$ cat src/rtl/seeprom_pkg.sv
package seeprom_pkg;
  localparam int unsigned BIT_GNT  = 7;
  localparam int unsigned BIT_FLAG = 6;
  localparam int unsigned BIT_REQ  = 5;
  localparam int unsigned BIT_RDY  = 4;
  localparam int unsigned BIT_CS   = 3;
  localparam int unsigned BIT_CLK  = 2;
  localparam int unsigned BIT_DOUT = 1;
  localparam int unsigned BIT_DIN  = 0;
  localparam int unsigned REG_W    = 8;
endpackage

$ cat src/rtl/seeprom_sync.sv
module seeprom_sync #(
  parameter int unsigned STAGES = 2
) (
  input  logic clk_i,
  input  logic rst_ni,
  input  logic d_i,
  output logic q_o
);
  logic [STAGES-1:0] stg_q;

  for (genvar g = 0; g < STAGES; g++) begin : g_stage
    always_ff @(posedge clk_i or negedge rst_ni) begin
      if (!rst_ni) stg_q[g] <= 1'b0;
      else if (g == 0) stg_q[g] <= d_i;
      else stg_q[g] <= stg_q[(g == 0) ? 0 : g-1];
    end
  end

  assign q_o = stg_q[STAGES-1];
endmodule

$ cat src/rtl/seeprom_grant.sv
module seeprom_grant (
  input  logic clk_i,
  input  logic rst_ni,
  input  logic req_q_i,
  input  logic we_i,
  input  logic wreq_i,
  input  logic busy_i,
  output logic grant_o,
  output logic rise_o,
  output logic release_o
);
  logic grant_q;

  assign release_o = grant_q & we_i & ~wreq_i;
  assign rise_o    = ~grant_q & req_q_i & ~busy_i & ~(we_i & ~wreq_i);

  always_ff @(posedge clk_i or negedge rst_ni) begin
    if (!rst_ni)        grant_q <= 1'b0;
    else if (release_o) grant_q <= 1'b0;
    else if (rise_o)    grant_q <= 1'b1;
  end

  assign grant_o = grant_q;


  no_grant_busy_chk: assert property (@(posedge clk_i) disable iff (!rst_ni)
    (!grant_q && busy_i) |=> !grant_q);


  release_chk: assert property (@(posedge clk_i) disable iff (!rst_ni)
    (grant_q && we_i && !wreq_i) |=> !grant_q);


  hold_chk: assert property (@(posedge clk_i) disable iff (!rst_ni)
    (grant_q && !we_i) |=> grant_q);
endmodule

$ cat src/rtl/seeprom_pace_timer.sv
module seeprom_pace_timer #(
  parameter int unsigned DELAY_CYC = 80
) (
  input  logic clk_i,
  input  logic rst_ni,
  input  logic clear_i,
  input  logic set_i,
  input  logic load_i,
  output logic rdy_o
);
  localparam int unsigned CW = (DELAY_CYC < 2) ? 1 : $clog2(DELAY_CYC);
  localparam logic [CW-1:0] LOAD_V = CW'(DELAY_CYC - 1);

  logic [CW-1:0] cnt_q;
  logic          rdy_q;

  always_ff @(posedge clk_i or negedge rst_ni) begin
    if (!rst_ni) begin
      cnt_q <= '0;
      rdy_q <= 1'b0;
    end else if (clear_i) begin
      cnt_q <= '0;
      rdy_q <= 1'b0;
    end else if (set_i) begin
      rdy_q <= 1'b1;
    end else if (load_i) begin
      cnt_q <= LOAD_V;
      rdy_q <= 1'b0;
    end else if (!rdy_q) begin
      if (cnt_q == '0) rdy_q <= 1'b1;
      else             cnt_q <= cnt_q - 1'b1;
    end
  end

  assign rdy_o = rdy_q;


  rdy_on_grant_chk: assert property (@(posedge clk_i) disable iff (!rst_ni)
    (set_i && !clear_i) |=> rdy_o);


  load_drop_chk: assert property (@(posedge clk_i) disable iff (!rst_ni)
    (load_i && !clear_i && !set_i) |=> !rdy_o);
endmodule

$ cat src/rtl/seeprom_port_arb.sv
module seeprom_port_arb
  import seeprom_pkg::*;
#(
  parameter int unsigned DELAY_CYC   = 80,
  parameter int unsigned SYNC_STAGES = 2
) (
  input  logic             clk_i,
  input  logic             rst_ni,
  input  logic             reg_we_i,
  input  logic [REG_W-1:0] reg_wdata_i,
  output logic [REG_W-1:0] reg_rdata_o,
  input  logic             mem_busy_i,
  output logic             mem_grant_o,
  output logic             ee_cs_o,
  output logic             ee_clk_o,
  output logic             ee_data_o,
  input  logic             ee_data_i
);
  logic flag_q, req_q, cs_q, clk_q, dout_q;
  logic grant, g_rise, g_rel, rdy, din_s, load;
  logic unused_wbits;

  assign unused_wbits = ^{reg_wdata_i[BIT_GNT], reg_wdata_i[BIT_RDY], reg_wdata_i[BIT_DIN]};

  always_ff @(posedge clk_i or negedge rst_ni) begin
    if (!rst_ni) begin
      {flag_q, req_q, cs_q, clk_q, dout_q} <= '0;
    end else if (reg_we_i) begin
      flag_q <= reg_wdata_i[BIT_FLAG];
      req_q  <= reg_wdata_i[BIT_REQ];
      cs_q   <= reg_wdata_i[BIT_CS];
      clk_q  <= reg_wdata_i[BIT_CLK];
      dout_q <= reg_wdata_i[BIT_DOUT];
    end
  end

  seeprom_grant i_grant (
    .clk_i     (clk_i),
    .rst_ni    (rst_ni),
    .req_q_i   (req_q),
    .we_i      (reg_we_i),
    .wreq_i    (reg_wdata_i[BIT_REQ]),
    .busy_i    (mem_busy_i),
    .grant_o   (grant),
    .rise_o    (g_rise),
    .release_o (g_rel)
  );

  // pacing only arms on a held port whose request stays set
  assign load = reg_we_i & grant & reg_wdata_i[BIT_REQ];

  seeprom_pace_timer #(.DELAY_CYC(DELAY_CYC)) i_timer (
    .clk_i   (clk_i),
    .rst_ni  (rst_ni),
    .clear_i (g_rel | (~grant & ~g_rise)),
    .set_i   (g_rise),
    .load_i  (load),
    .rdy_o   (rdy)
  );

  seeprom_sync #(.STAGES(SYNC_STAGES)) i_sync (
    .clk_i  (clk_i),
    .rst_ni (rst_ni),
    .d_i    (ee_data_i),
    .q_o    (din_s)
  );

  assign mem_grant_o = grant;
  assign ee_cs_o     = grant & cs_q;
  assign ee_clk_o    = grant & clk_q;
  assign ee_data_o   = grant & dout_q;

  always_comb begin
    reg_rdata_o           = '0;
    reg_rdata_o[BIT_GNT]  = grant;
    reg_rdata_o[BIT_FLAG] = flag_q;
    reg_rdata_o[BIT_REQ]  = req_q;
    reg_rdata_o[BIT_RDY]  = rdy;
    reg_rdata_o[BIT_CS]   = cs_q;
    reg_rdata_o[BIT_CLK]  = clk_q;
    reg_rdata_o[BIT_DOUT] = dout_q;
    reg_rdata_o[BIT_DIN]  = grant & din_s;
  end

  // independent count of edges since the last write
  localparam int unsigned SW = $clog2(DELAY_CYC + 2);
  logic [SW-1:0] since_wr_q;
  always_ff @(posedge clk_i or negedge rst_ni) begin
    if (!rst_ni)                          since_wr_q <= '1;
    else if (reg_we_i)                    since_wr_q <= '0;
    else if (since_wr_q != SW'(DELAY_CYC + 1)) since_wr_q <= since_wr_q + 1'b1;
  end


  pace_window_chk: assert property (@(posedge clk_i) disable iff (!rst_ni)
    (grant && !reg_we_i && !rdy && since_wr_q == SW'(DELAY_CYC - 1)) |=> rdy);


  pace_early_chk: assert property (@(posedge clk_i) disable iff (!rst_ni)
    (grant && !rdy && since_wr_q < SW'(DELAY_CYC - 1) && !reg_we_i) |=> !rdy);


  pins_idle_chk: assert property (@(posedge clk_i) disable iff (!rst_ni)
    (!req_q) |-> (!ee_cs_o && !ee_clk_o && !ee_data_o && !mem_grant_o));
endmodule

$ cat config.mk
export PLATFORM = sky130hd
export DESIGN_NAME = seeprom_port_arb
export DESIGN_NICKNAME = d
export VERILOG_FILES = /design/src/rtl/seeprom_pkg.sv /design/src/rtl/seeprom_sync.sv /design/src/rtl/seeprom_grant.sv /design/src/rtl/seeprom_pace_timer.sv /design/src/rtl/seeprom_port_arb.sv
export SDC_FILE = /design/constraint.sdc
export NUM_CORES = 1
export LEC_CHECK = 0
export ABC_AREA = 0
export BUFFER_PORTS_ARGS = -buffer_cell sky130_fd_sc_hd__buf_4
export CAP_MARGIN = 20
export CORE_MARGIN = 2
export CORE_UTILIZATION = 45
export DETAILED_ROUTE_END_ITERATION = 8
export PLACE_DENSITY = 0.77
export SLEW_MARGIN = 20
export SYNTH_ARGS = -nofsm -noshare
export SYNTH_HDL_FRONTEND = slang
export SYNTH_SLANG_ARGS = --single-unit
$ cat constraint.sdc
create_clock -name clk_i -period 1.7 [get_ports clk_i]
set_input_delay 0.425 -clock clk_i [delete_from_list [all_inputs] [get_ports clk_i]]
set_output_delay 0.425 -clock clk_i [all_outputs]
set_load 0.005 [all_outputs]
==> flow_summary.ini, run 1 <==
[route]
drtPass1Iterations = 4
drtAntennaViolNets = 0
vias_per_cell = 5.33
route.detailed.wl_per_inst_um = 14.0
detailedRoute.firstIterationViolations = 15
routed_wirelength_mm = 2.02
routed-via-count = 767
drc = 0

[min_path]
worstHoldPathCells = 1
min-delay-path-class = input port to register

[setup_path]
critPathLaunch = i_timer.cnt_q[2]
r2r-end = i_timer.cnt_q[5]
criticalPathCategory = register to register
critical_path.endpoint_type = register
critical_path_peak_fanout = 2
rr_worst_depth = 4
worst_r2r_startpoint = i_timer.cnt_q[2]
crit_path_start_kind = register
worst-endpoint-arrival_ns = 1.96
cell_by_cell_trace_of_the_critical_path = or3_4 > or4_4 > or3_1 > a21oi_1
cpPeakStageDelay_ns = 0.41
setup.reg_to_reg.worst_slack_ns = -0.04
timing.critical_path.slowest_stage_cell = or4_4
worstSetupEndpoint = i_timer.cnt_q[5]
worst-endpoint-required_ns = 1.92

[power]
internal_power_mw = 1.11
peakVddDrop_uv = 820
power_frac_clock = 0.114
pwr-share-seq = 0.341
comb_power_share = 0.546
power.density_mw_per_mm2 = 1380
power.net_switching_mw = 0.596
static-leakage-power_nw = 0.591
sw_frac_of_total = 0.350

[run_status]
status = finished with violations
failed_checks = setup timing

[final_layout]
final_util = 0.643
finalNetCount = 134
final_common_cell = buf_4
post_route_cells_drive_above_1_share = 0.496
area.growth.synth_to_final_pct = 37.4
antennaDiodeCount = 0
most_frequent_cells_in_the_layout = buf_4, dfrtp_1, mux2_2

[clock_network]
cts_tree = built
clock_tree.htree_level_count = 1
cts-buffers-inserted = 3
worst_skew_pair.late_latency_ns = 0.29
clkSinkCount = 16
clock_path_buffers = 2
cts.root.buffer_cell = clkbuf_4
clk_pin_slew_ns = 0.09

[synth]
avgSynthCellArea_um2 = 10.5
syn-instance-count = 86
yosysWarnings = 0
netlist-cell-type-count = 30
netlist_area_um2 = 900
syn-num-nets = 101
synth-seq-area-share = 0.445
ys_ff_latch = 16

[sta]
finalCritPeriodShare = 1.02
max-slew-margin-rel = 0.804
fmax_mhz = 576
number_of_failing_setup_endpoints_in_the_final_timing_report = 1
timing_hold_violations_final = 0
grt_setup_unrepaired = true
skew_ns = 0.00765
number_of_max_slew_violations_in_the_final_report = 0
timing_worst_slew_pin_value_ns = 0.292
fin_setup_tns_ns = -0.0361
final_period_minus_worst_setup_slack_ns = 1.74
fin_ws_ns = -0.0361

[floorplanning]
placement_rows = 16
floorplan.die.width_um = 48.7
placeableCoreArea_mm2 = 0.00192
die_height_um = 48.7
design.die.area_mm2 = 0.00237
floorplan.io_pins = 25
initial_core_util = 0.468

[global_route]
grt_antenna_before_repair = 0
grt_max_degree = 17
global_route.overflow_total = 0
grt_pass1_wl_mm = 3.37
via_count_of_the_first_global_routing_pass = 719
grt.total_usage = 0.188

[placed_design]
placer_congestion_estimate = 0.795
dpl.hpwl_mm = 1.37
placement.io_buffers = 21

[run]
number_of_violations_of_the_max_capacitance_limit = 0
==> cells in the mapped netlist <==
library cell | number | area (µm²)
a2bb2oi_1 | 4 | 35.0
nand3_1 | 2 | 10.0
o2bb2ai_1 | 2 | 17.5
dfrtp_1 | 16 | 400
or3_4 | 1 | 11.3
nor4_1 | 2 | 12.5
or4_1 | 1 | 7.51
o21ai_0 | 2 | 10.0
inv_1 | 6 | 22.5
a41oi_1 | 1 | 8.76
nand2b_1 | 4 | 25.0
o211ai_1 | 2 | 15.0
ha_1 | 2 | 25.0
o21ai_2 | 1 | 8.76
or4b_2 | 1 | 10.0
nor2b_1 | 1 | 6.26
nand2_1 | 3 | 11.3
or2_2 | 1 | 6.26
mux2_2 | 7 | 78.8
nor3b_1 | 1 | 7.51
clkbuf_1 | 2 | 7.51
and2b_2 | 1 | 8.76
a211o_1 | 1 | 8.76
buf_4 | 7 | 52.6
and2_1 | 4 | 25.0
a21oi_1 | 4 | 20.0
or3_1 | 2 | 12.5
and3_1 | 1 | 6.26
o211a_1 | 1 | 10.0
a31oi_1 | 3 | 18.8
==> state kept, by name, summed over array words and instances (netlist names) <==
register,count
flag_q,1
clk_q,1
i_timer.cnt_q,7
dout_q,1
req_q,1
cs_q,1
i_sync.stg_q,1
i_sync.q_o,1
i_timer.rdy_o,1
i_grant.grant_o,1
==> power groups by stage <==
stage               logic, mW  clock network [mW]  registers [mW]
floorplan               0.484                   0           0.551
global placement        0.704                   0           0.567
detailed placement      0.726                   0           0.574
CTS                     0.789               0.205           0.565
global route             1.01               0.220           0.591
finish                  0.930               0.194           0.581
==> per-layer routing <==
layer  track usage  up-vias  wire [µm]
li1              -      369          -
met1         0.220      376        820
met2         0.313       18       1080
met3        0.0617        4         83
met4        0.0857        0         38
met5             0        -          0
==> per-stage QoR <==
step	total power [mW]	setup slack [ns]	cells	hold slack [ns]	area [µm²]
2_1_floorplan	1.04	0.0229	86	0.129	916
3_3_place_gp	1.27	-0.0256	135	0.296	1120
3_5_place_dp	1.30	-0.0657	135	0.297	1120
4_1_cts	1.56	-0.0302	141	0.227	1180
5_1_grt	1.82	-0.0880	144	0.227	1240
6_report	1.70	-0.0361	144	0.243	1240
==> worst max-delay path: cells and delay by family (launching register included) <==
kind / cells / cell delay, ns
AOI/OAI and AO/OA: 1 / 0.15
DFF: 1 / 0.40
and+or+nand+nor: 3 / 1.12
==> area by class of cell <==
| cell class | instances | area (µm²) |
|---|---|---|
| fill | 164 | 686 |
| multi-input combinational | 55 | 477 |
| sequential | 16 | 400 |
| timing repair buffer | 37 | 280 |
| tap | 27 | 33.8 |
| clock buffer | 3 | 22.5 |
| inverter | 6 | 22.5 |
==> worst min path at each step <==
stage          startpoint               to  slack, ns
6_report        ee_data_i  i_sync.stg_q[0]       0.24
4_1_cts         ee_data_i  i_sync.stg_q[0]       0.23
3_5_place_dp       rst_ni    i_timer.rdy_o       0.30
3_3_place_gp       rst_ni    i_timer.rdy_o       0.30
2_1_floorplan      rst_ni            clk_q       0.13
5_1_grt         ee_data_i  i_sync.stg_q[0]       0.23
==> cells by family (layout without fill, tap and decap cells) <==
logic type | count (synthesis) | in the layout | synth area share
AO/OA/AOI/OAI | 21 | 21 | 0.170
AND/OR/NAND/NOR | 25 | 25 | 0.178
adder cells (fa/ha/maj) | 2 | 2 | 0.0278
buffers and inverters | 15 | 46 | 0.0918
multiplexers | 7 | 7 | 0.0876
flip-flops | 16 | 16 | 0.445
==> repair_timing <==
| item | in CTS | in global routing |
|---|---|---|
| endpoints found under the setup margin | 2 | 7 |
| setup buffers | 2 | 3 |
| pin swaps | 1 | 6 |
| hold buffers | 1 | 0 |
| gates resized for setup | 1 | 7 |
| hold endpoints to repair | 16 | 0 |
Power figures use the tool's default switching activity.
==> inputs of run 2 (changes only) <==
Settings changed: PLACE_DENSITY 0.77 to default, PLACE_DENSITY_LB_ADDON from default to 0.2.
==> run 2 against run 1 <==
The flow still finishes with violations (setup timing). Critical path depth unchanged. Power up 1.1%. Final area down 0.61%. Sequential cell count unchanged. Worst hold slack worse by 0.0020 ns. Non-clock buffer count down 3. First-iteration DRC count down 20%. Sequential power up 1%. Setup slack worse by 0.013 ns. Largest cell class unchanged. Highest routed layer unchanged.
==> flow_summary.ini, run 2 (synthesis gave the netlist of run 1 again) <==
[clock_network]
cts.root.buffer_cell = clkbuf_4
worst_skew_pair.late_latency_ns = 0.29
clk_pin_slew_ns = 0.10
clock_path_buffers = 2
cts_tree = built
clkSinkCount = 16
cts-buffers-inserted = 3
clock_tree.htree_level_count = 1

[final_layout]
largest_reg_flops = 7
most_frequent_cells_in_the_layout = buf_4, dfrtp_1, mux2_2
final_util = 0.639
finalNetCount = 131
post_route_cells_drive_above_1_share = 0.496
top_register = i_timer.cnt_q
final_common_cell = buf_4
area.growth.synth_to_final_pct = 36.6
antennaDiodeCount = 0

[global_route]
grt_pass1_wl_mm = 3.37
grt_antenna_before_repair = 0
grt.total_usage = 0.189
via_count_of_the_first_global_routing_pass = 732
grt_max_degree = 17
global_route.overflow_total = 0

[sta]
number_of_failing_setup_endpoints_in_the_final_timing_report = 1
max-slew-margin-rel = 0.830
finalCritPeriodShare = 1.03
grt_setup_unrepaired = true
timing_hold_violations_final = 0
final_period_minus_worst_setup_slack_ns = 1.75
fmax_mhz = 572
skew_ns = 0.0102
number_of_max_slew_violations_in_the_final_report = 0
timing_worst_slew_pin_value_ns = 0.252
fin_ws_ns = -0.0490
fin_setup_tns_ns = -0.0490

[min_path]
worstHoldPathCells = 1
endpoint_worst_hold = i_sync.stg_q[0]
min-delay-path-class = input port to register
hp-start = ee_data_i

[route]
routed-via-count = 742
routed_wirelength_mm = 1.93
detailedRoute.firstIterationViolations = 12
wl_met2_um = 985
routed.top_layer = met4
route.detailed.wl_per_inst_um = 13.6
wl_met3_um = 74
vias_per_cell = 5.23
drtPass1Iterations = 4
drtAntennaViolNets = 0
drc = 0
met1Wirelength_um = 823

[setup_path]
setup.reg_to_reg.worst_slack_ns = -0.05
criticalPathCategory = register to register
critical_path_peak_fanout = 3
worst_r2r_startpoint = i_timer.cnt_q[0]
r2r-end = i_timer.cnt_q[5]
worst-endpoint-required_ns = 1.93
worst-endpoint-arrival_ns = 1.98
rr_worst_depth = 4
critical_path.endpoint_type = register
crit_path_start_kind = register

[power]
power.density_mw_per_mm2 = 1400
static-leakage-power_nw = 0.582
post_layout_power_mw = 1.72
peakVddDrop_uv = 1010

[placed_design]
placer_congestion_estimate = 0.815
placement.io_buffers = 21
dpl.hpwl_mm = 1.39

[floorplanning]
placement_rows = 16
placeableCoreArea_mm2 = 0.00192
design.die.area_mm2 = 0.00237
initial_core_util = 0.468
floorplan.io_pins = 25
die_height_um = 48.7
floorplan.die.width_um = 48.7

[run]
number_of_violations_of_the_max_capacitance_limit = 0

[run_status]
status = finished with violations
failed_checks = setup timing
## run 2: changes by cell type in the layout (fill, tap and decap cells not counted), sizes merged
cell / delta
buf: -3
clkbuf: +1
## run 2: layer usage
layer  up-vias  track usage
met5         -            0
met4         0        0.100
met3         5       0.0401
met2        14        0.306
met1       356        0.236
li1        367            -
## run 2: how the worst max path moves through the flow
stage	from	end	slack, ns	depth (start not counted)
finish	i_timer.cnt_q[0]	i_timer.cnt_q[5]	-0.05	4
detailed placement	i_timer.cnt_q[2]	i_timer.cnt_q[5]	-0.08	4
global placement	i_timer.cnt_q[2]	i_timer.cnt_q[5]	-0.03	4
floorplan	i_timer.cnt_q[2]	i_timer.cnt_q[5]	0.02	4
CTS	i_timer.cnt_q[0]	i_timer.cnt_q[5]	-0.04	4
global route	i_timer.cnt_q[0]	i_timer.cnt_q[5]	-0.09	4
## run 2: critical path: stages (launching register included)
cell and delay, ns:
dfrtp_1 0.41, or3_4 0.40, or4_4 0.42, or3_1 0.32
a21oi_1 0.12
## run 2: timing repair
action	CTS	global route
buffers inserted	2	1
hold endpoints to repair	16	0
pin swaps	3	2
hold buffers	1	0
gates resized for setup	7	2
setup endpoints to repair	2	7
## run 2: cell type report
class                      count  area (µm²)
clock buffer                   4        36.3
fill                         155         693
inverter                       6        22.5
multi-input combinational     55         477
sequential                    16         402
tap                           27        33.8
timing repair buffer          34         258
## run 2: power by group
group	internal, mW	switching [mW]
clock network	0.131	0.121
logic	0.529	0.356
registers	0.472	0.116
## run 2: per-stage QoR
stage          setup WS (ns)  std cells  hold slack (ns)  area, µm²
2_1_floorplan         0.0229         86            0.129        916
3_3_place_gp         -0.0350        134            0.296       1110
3_5_place_dp         -0.0784        134            0.299       1110
4_1_cts              -0.0441        141            0.229       1210
5_1_grt              -0.0896        142            0.219       1230
6_report             -0.0490        142            0.241       1230
